$ cat config.mk
export PLATFORM = sky130hd
export DESIGN_NAME = pwm_stream_tmr
export DESIGN_NICKNAME = d
export VERILOG_FILES = /design/src/rtl/pwm_stream_pkg.sv /design/src/rtl/pwm_stream_shadow.sv /design/src/rtl/pwm_stream_regs.sv /design/src/rtl/pwm_stream_cnt.sv /design/src/rtl/pwm_stream_req.sv /design/src/rtl/pwm_stream_tmr.sv
export SDC_FILE = /design/constraint.sdc
export NUM_CORES = 1
export LEC_CHECK = 0
export BUFFER_PORTS_ARGS = -buffer_cell sky130_fd_sc_hd__buf_4
export CAP_MARGIN = 40
export CORE_MARGIN = 2
export CORE_UTILIZATION = 55
export DETAILED_ROUTE_END_ITERATION = 10
export GPL_TIMING_DRIVEN = 0
export PLACE_DENSITY = 0.72
export SYNTH_ARGS = -nofsm -noshare
export SYNTH_HDL_FRONTEND = slang
export SYNTH_HIERARCHICAL = 1
export SYNTH_SLANG_ARGS = --single-unit
$ cat constraint.sdc
create_clock -name clk_i -period 3.2 [get_ports clk_i]
set_clock_uncertainty 0.15 [all_clocks]
set_input_delay 0.32 -clock clk_i [delete_from_list [all_inputs] [get_ports clk_i]]
set_output_delay 0.32 -clock clk_i [all_outputs]
set_load 0.01 [all_outputs]
$ cat src/rtl/pwm_stream_pkg.sv
package pwm_stream_pkg;
  localparam int ADDR_W = 2;
  localparam logic [ADDR_W-1:0] A_CTRL = 2'd0;
  localparam logic [ADDR_W-1:0] A_PER  = 2'd1;
  localparam logic [ADDR_W-1:0] A_CMP  = 2'd2;

  // bit 0 is run, bit 4 is request on update
  typedef struct packed {
    logic src_upd;
    logic src_cc;
    logic per_buf;
    logic cmp_buf;
    logic run;
  } ctrl_t;

  localparam int CTRL_W = $bits(ctrl_t);
endpackage

$ cat src/rtl/pwm_stream_shadow.sv
module pwm_stream_shadow #(
  parameter int W = 16
) (
  input  logic         clk_i,
  input  logic         rst_ni,
  input  logic         load_i,
  input  logic [W-1:0] val_i,
  input  logic         buf_en_i,
  input  logic         upd_i,
  output logic [W-1:0] pre_o,
  output logic [W-1:0] act_o
);
  logic [W-1:0] pre_q, act_q;

  always_ff @(posedge clk_i or negedge rst_ni) begin
    if (!rst_ni) begin
      pre_q <= '0;
      act_q <= '0;
    end else begin
      if (load_i) pre_q <= val_i;
      if (load_i && !buf_en_i) act_q <= val_i;
      else if (upd_i)          act_q <= pre_q;
    end
  end

  assign pre_o = pre_q;
  assign act_o = act_q;
endmodule

$ cat src/rtl/pwm_stream_regs.sv
module pwm_stream_regs
  import pwm_stream_pkg::*;
#(
  parameter int CNT_W = 16
) (
  input  logic              clk_i,
  input  logic              rst_ni,
  input  logic              cfg_we_i,
  input  logic [ADDR_W-1:0] cfg_addr_i,
  input  logic [CNT_W-1:0]  cfg_wdata_i,
  input  logic              ack_wr_i,
  input  logic [CNT_W-1:0]  ack_data_i,
  input  logic              upd_i,
  output ctrl_t             ctrl_o,
  output logic [CNT_W-1:0]  arr_act_o,
  output logic [CNT_W-1:0]  cmp_pre_o,
  output logic [CNT_W-1:0]  cmp_act_o
);
  logic             wr_ctrl, wr_per, wr_cmp, cmp_load;
  logic [CNT_W-1:0] cmp_nxt, arr_pre_unused;
  ctrl_t            ctrl_q;
  logic             unused_wdata;

  always_comb begin
    wr_ctrl  = cfg_we_i && (cfg_addr_i == A_CTRL);
    wr_per   = cfg_we_i && (cfg_addr_i == A_PER);
    wr_cmp   = cfg_we_i && (cfg_addr_i == A_CMP);
    cmp_load = wr_cmp || ack_wr_i;
    cmp_nxt  = wr_cmp ? cfg_wdata_i : ack_data_i; // register write wins
  end

  always_ff @(posedge clk_i or negedge rst_ni) begin
    if (!rst_ni)      ctrl_q <= '0;
    else if (wr_ctrl) ctrl_q <= ctrl_t'(cfg_wdata_i[CTRL_W-1:0]);
  end

  assign unused_wdata = ^cfg_wdata_i[CNT_W-1:CTRL_W];

  pwm_stream_shadow #(.W(CNT_W)) per_i (
    .clk_i(clk_i), .rst_ni(rst_ni), .load_i(wr_per), .val_i(cfg_wdata_i),
    .buf_en_i(ctrl_q.per_buf), .upd_i(upd_i), .pre_o(arr_pre_unused), .act_o(arr_act_o)
  );

  pwm_stream_shadow #(.W(CNT_W)) cmp_i (
    .clk_i(clk_i), .rst_ni(rst_ni), .load_i(cmp_load), .val_i(cmp_nxt),
    .buf_en_i(ctrl_q.cmp_buf), .upd_i(upd_i), .pre_o(cmp_pre_o), .act_o(cmp_act_o)
  );

  assign ctrl_o = ctrl_q;
endmodule

$ cat src/rtl/pwm_stream_cnt.sv
module pwm_stream_cnt #(
  parameter int CNT_W = 16
) (
  input  logic             clk_i,
  input  logic             rst_ni,
  input  logic             run_i,
  input  logic [CNT_W-1:0] arr_act_i,
  output logic [CNT_W-1:0] cnt_o,
  output logic             upd_o
);
  logic [CNT_W-1:0] cnt_q;

  assign upd_o = run_i && (cnt_q == arr_act_i);

  always_ff @(posedge clk_i or negedge rst_ni) begin
    if (!rst_ni)    cnt_q <= '0;
    else if (run_i) cnt_q <= upd_o ? '0 : cnt_q + 1'b1;
  end

  assign cnt_o = cnt_q;
endmodule

$ cat src/rtl/pwm_stream_req.sv
module pwm_stream_req (
  input  logic clk_i,
  input  logic rst_ni,
  input  logic trig_i,
  input  logic ack_i,
  output logic req_o,
  output logic ovr_o
);
  logic req_q, ovr_q;

  always_ff @(posedge clk_i or negedge rst_ni) begin
    if (!rst_ni) begin
      req_q <= 1'b0;
      ovr_q <= 1'b0;
    end else begin
      req_q <= trig_i | (req_q & ~ack_i);
      ovr_q <= ovr_q | (trig_i & req_q & ~ack_i);
    end
  end

  assign req_o = req_q;
  assign ovr_o = ovr_q;
endmodule

$ cat src/rtl/pwm_stream_tmr.sv
module pwm_stream_tmr
  import pwm_stream_pkg::*;
#(
  parameter int CNT_W = 16
) (
  input  logic              clk_i,
  input  logic              rst_ni,
  input  logic              cfg_we_i,
  input  logic [ADDR_W-1:0] cfg_addr_i,
  input  logic [CNT_W-1:0]  cfg_wdata_i,
  output logic              req_o,
  input  logic              ack_i,
  input  logic [CNT_W-1:0]  ack_data_i,
  output logic              pwm_o,
  output logic              ovr_o
);
  ctrl_t            ctrl;
  logic             run, upd_evt, cc_evt, trig, ack_wr;
  logic [CNT_W-1:0] cnt, arr_act, cmp_pre, cmp_act;

  assign run    = ctrl.run;
  assign cc_evt = run && (cnt == cmp_act);
  assign trig   = (ctrl.src_cc && cc_evt) || (ctrl.src_upd && upd_evt);
  assign ack_wr = ack_i && req_o;
  assign pwm_o  = run && (cnt < cmp_act);

  pwm_stream_regs #(.CNT_W(CNT_W)) regs_i (
    .clk_i(clk_i), .rst_ni(rst_ni), .cfg_we_i(cfg_we_i), .cfg_addr_i(cfg_addr_i),
    .cfg_wdata_i(cfg_wdata_i), .ack_wr_i(ack_wr), .ack_data_i(ack_data_i),
    .upd_i(upd_evt), .ctrl_o(ctrl), .arr_act_o(arr_act), .cmp_pre_o(cmp_pre),
    .cmp_act_o(cmp_act)
  );

  pwm_stream_cnt #(.CNT_W(CNT_W)) cnt_i (
    .clk_i(clk_i), .rst_ni(rst_ni), .run_i(run), .arr_act_i(arr_act),
    .cnt_o(cnt), .upd_o(upd_evt)
  );

  pwm_stream_req req_i (
    .clk_i(clk_i), .rst_ni(rst_ni), .trig_i(trig), .ack_i(ack_i),
    .req_o(req_o), .ovr_o(ovr_o)
  );
endmodule

==> run summary <==
sequential share of power: 47.0%
Crit path required time: 3.28 ns
CP Class: reg2reg
first-pass GRT wire length: 17000 um
Pint: 2.27 mW
clock root buffer master: clkbuf_8
P&R area growth vs syn: 13.4%
Clock power frac: 23.2%
die area: 9860 um2
GRT Total Usage: 22.3%
Final Hold Viols: 0
ant diodes: 0
run status: completed
Residual DRC: 0
# nets final: 491
Synthesized Nets: 437
Max Root-Sink Buffers: 2
post-synthesis cell area: 5000 um2
Commonest cells post-synth: dfrtp_1, mux2_2, mux2_4
EDFF count, synth: 0
First DRT Iteration DRCs: 157
worst reg-to-reg path cell count: 10
share of post-route cells with drive strength above 1: 45.4%
number of vias per cell: 5.71
Leak Pwr: 2.64 nW
CP Capture Type: flip-flop
TritonRoute pass-1 iters: 6
combinational power share: 29.8%
min-delay worst type: in2reg
Max-slew headroom: 65.7%
Starting Density: 57.0%
cell taking the most area after synthesis: dfrtp_1
post-route ant nets: 0
Final Slew Violations: 0
Hold Path Depth: 2
pin count of the biggest net entering global routing: 59
PwrDens: 581 nW/um2
synth unique cells: 45
startpoint types: flip-flop
clock sinks: 87
Synth top area share: 43.6%
Setup-failing EPs final: 0
final WL: 10200 um
Max H-tree Level: 3
unrepaired setup endpoints after global routing: no
Placer Congestion: 0.871
post-synthesis register bit count: 87
Max Clock Freq: 0.346 GHz
clock transition at the registers of the reported paths: 0.10 ns
pre-CTS WS: 0.340 ns
Least-Margin Pin Slew: 0.510 ns
asr flop ratio synth: 100%
Avg Cell Area, Syn: 13.1 um2
fillcell total: 656
setup slack after layout: 0.312 ns
crit share post-route: 90.3%
Max VDD drop: 294 uV
vias in the first global route: 3303
Power Total: 3.29 mW
worst hold slack: 0.0533 ns
Overflow after GRT: 0
cell with the most instances after synthesis: dfrtp_1
Finished Core Util: 64.6%
# IOs: 41
Sw Share: 30.9%
initial antenna violation count: 0
Psw: 1.02 mW
DP HPWL: 7440 um
post-CTS sizing: 0
Main synth FF type: dfrtp_1
synth top area cells: dfrtp_1, mux2_2, mux2_4, ha_1, xnor2_1
Inserted Clock Buffers: 9
CTS tree: built
Ys Warns: 6
max_cap viols: 0
Seq/Total Area, Yosys: 43.6%
fin crit period: 2.89 ns
Placement Rows: 34
Worst-Skew Late Latency: 0.36 ns
Vias: 3137
CP arrival: 2.97 ns
Gate Count Post-Synth: 382
Core Region: 8760 um2
PortBufs: 40
Die Y: 99.3 um
wire length per cell: 18.6 um
worst-path fanout max: 10
Die Span X: 99.3 um
## sequential cells by signal (all words and copies together) (netlist names)
signal	cells
cnt_i/cnt_o	16
regs_i/cmp_i/act_o	16
regs_i/cmp_i/pre_o	16
regs_i/per_i/act_o	16
regs_i/per_i/pre_o	16
regs_i/ctrl_o	5
req_i/ovr_o	1
req_i/req_o	1
## cell usage in the layout (no fill, tap or decap), drive strengths merged, types with 10 or more instances in the layout
cell type,count
buf,58
clkbuf,13
xnor2,19
dfrtp,87
nand2,10
inv,21
mux2,117
a21oi,18
ha,17
## critical path, cell delays in order, from the launching register on
cell and delay [ns]:
dfrtp_1 0.37, clkbuf_1 0.28, xnor2_1 0.17, nand4_1 0.15
nor3_1 0.20, buf_2 0.23, and4_1 0.31, buf_6 0.18
buf_12 0.16, mux2_4 0.31, mux2_4 0.26
## worst paths after layout
check	to	slack (ns)	start
hold / removal	regs_i/per_i/pre_o[6]	0.05	cfg_wdata_i[6]
setup / recovery	regs_i/cmp_i/act_o[13]	0.31	cnt_i/cnt_o[7]
max in group asynchronous	cnt_i/cnt_o[13]	1.99	rst_ni
hold reg to reg	req_i/ovr_o	0.33	req_i/ovr_o
setup reg to reg	regs_i/cmp_i/act_o[13]	0.31	cnt_i/cnt_o[7]
min in group asynchronous	regs_i/per_i/pre_o[6]	0.28	rst_ni
## what timing repair did
item | CTS | global route
setup buffers | 0 | 0
hold endpoints to repair | 29 | 0
hold buffers | 1 | 0
## cells by family (layout without fill, tap and decap cells)
group	after synthesis	count (layout)	share of synthesized area, %
compound gates	35	35	4.46
mux	118	118	30.3
fa+ha+maj	17	17	4.26
buf+inv	39	98	4.81
xor+xnor	27	27	4.73
simple gates	59	59	7.91
flops	87	87	43.6
## layer usage
| metal | share of wire, % | vias to the layer above | wire, um | global-route usage, % |
|---|---|---|---|---|
| li1 | - | 1476 | - | - |
| met1 | 47 | 1582 | 4810 | 32.0 |
| met2 | 47 | 61 | 4820 | 34.8 |
| met3 | 3.7 | 18 | 380 | 3.16 |
| met4 | 2.1 | 0 | 211 | 7.90 |
| met5 | 0 | - | 0 | 0 |
## power groups by stage
stage / Combinational, mW / Sequential, mW / Clock (mW)
after detailed placement: 0.978 / 1.57 / 0
after global routing: 1.08 / 1.58 / 0.826
after CTS: 0.983 / 1.55 / 0.777
final: 0.980 / 1.55 / 0.763
after global placement: 0.926 / 1.56 / 0
after floorplan: 0.762 / 1.50 / 0
## through the flow
stage,setup TNS [ns],instance area (um2),cells
after floorplan,0,5000,382
after global placement,-1.54,5430,530
after detailed placement,0,5460,532
after CTS,0,5660,549
after global routing,0,5660,549
final,0,5660,549
## area by class of cell
class	instances	area [um2]	share of cell area, %
Buffer	18	161	2.85
Clock buffer	11	131	2.32
Clock inverter	5	58.8	1.04
Inverter	21	78.8	1.39
Multi-Input combinational cell	256	2580	45.5
Sequential cell	87	2180	38.4
Tap cell	108	135	2.39
Timing Repair Buffer	43	343	6.05
Power figures use the tool's default switching activity.
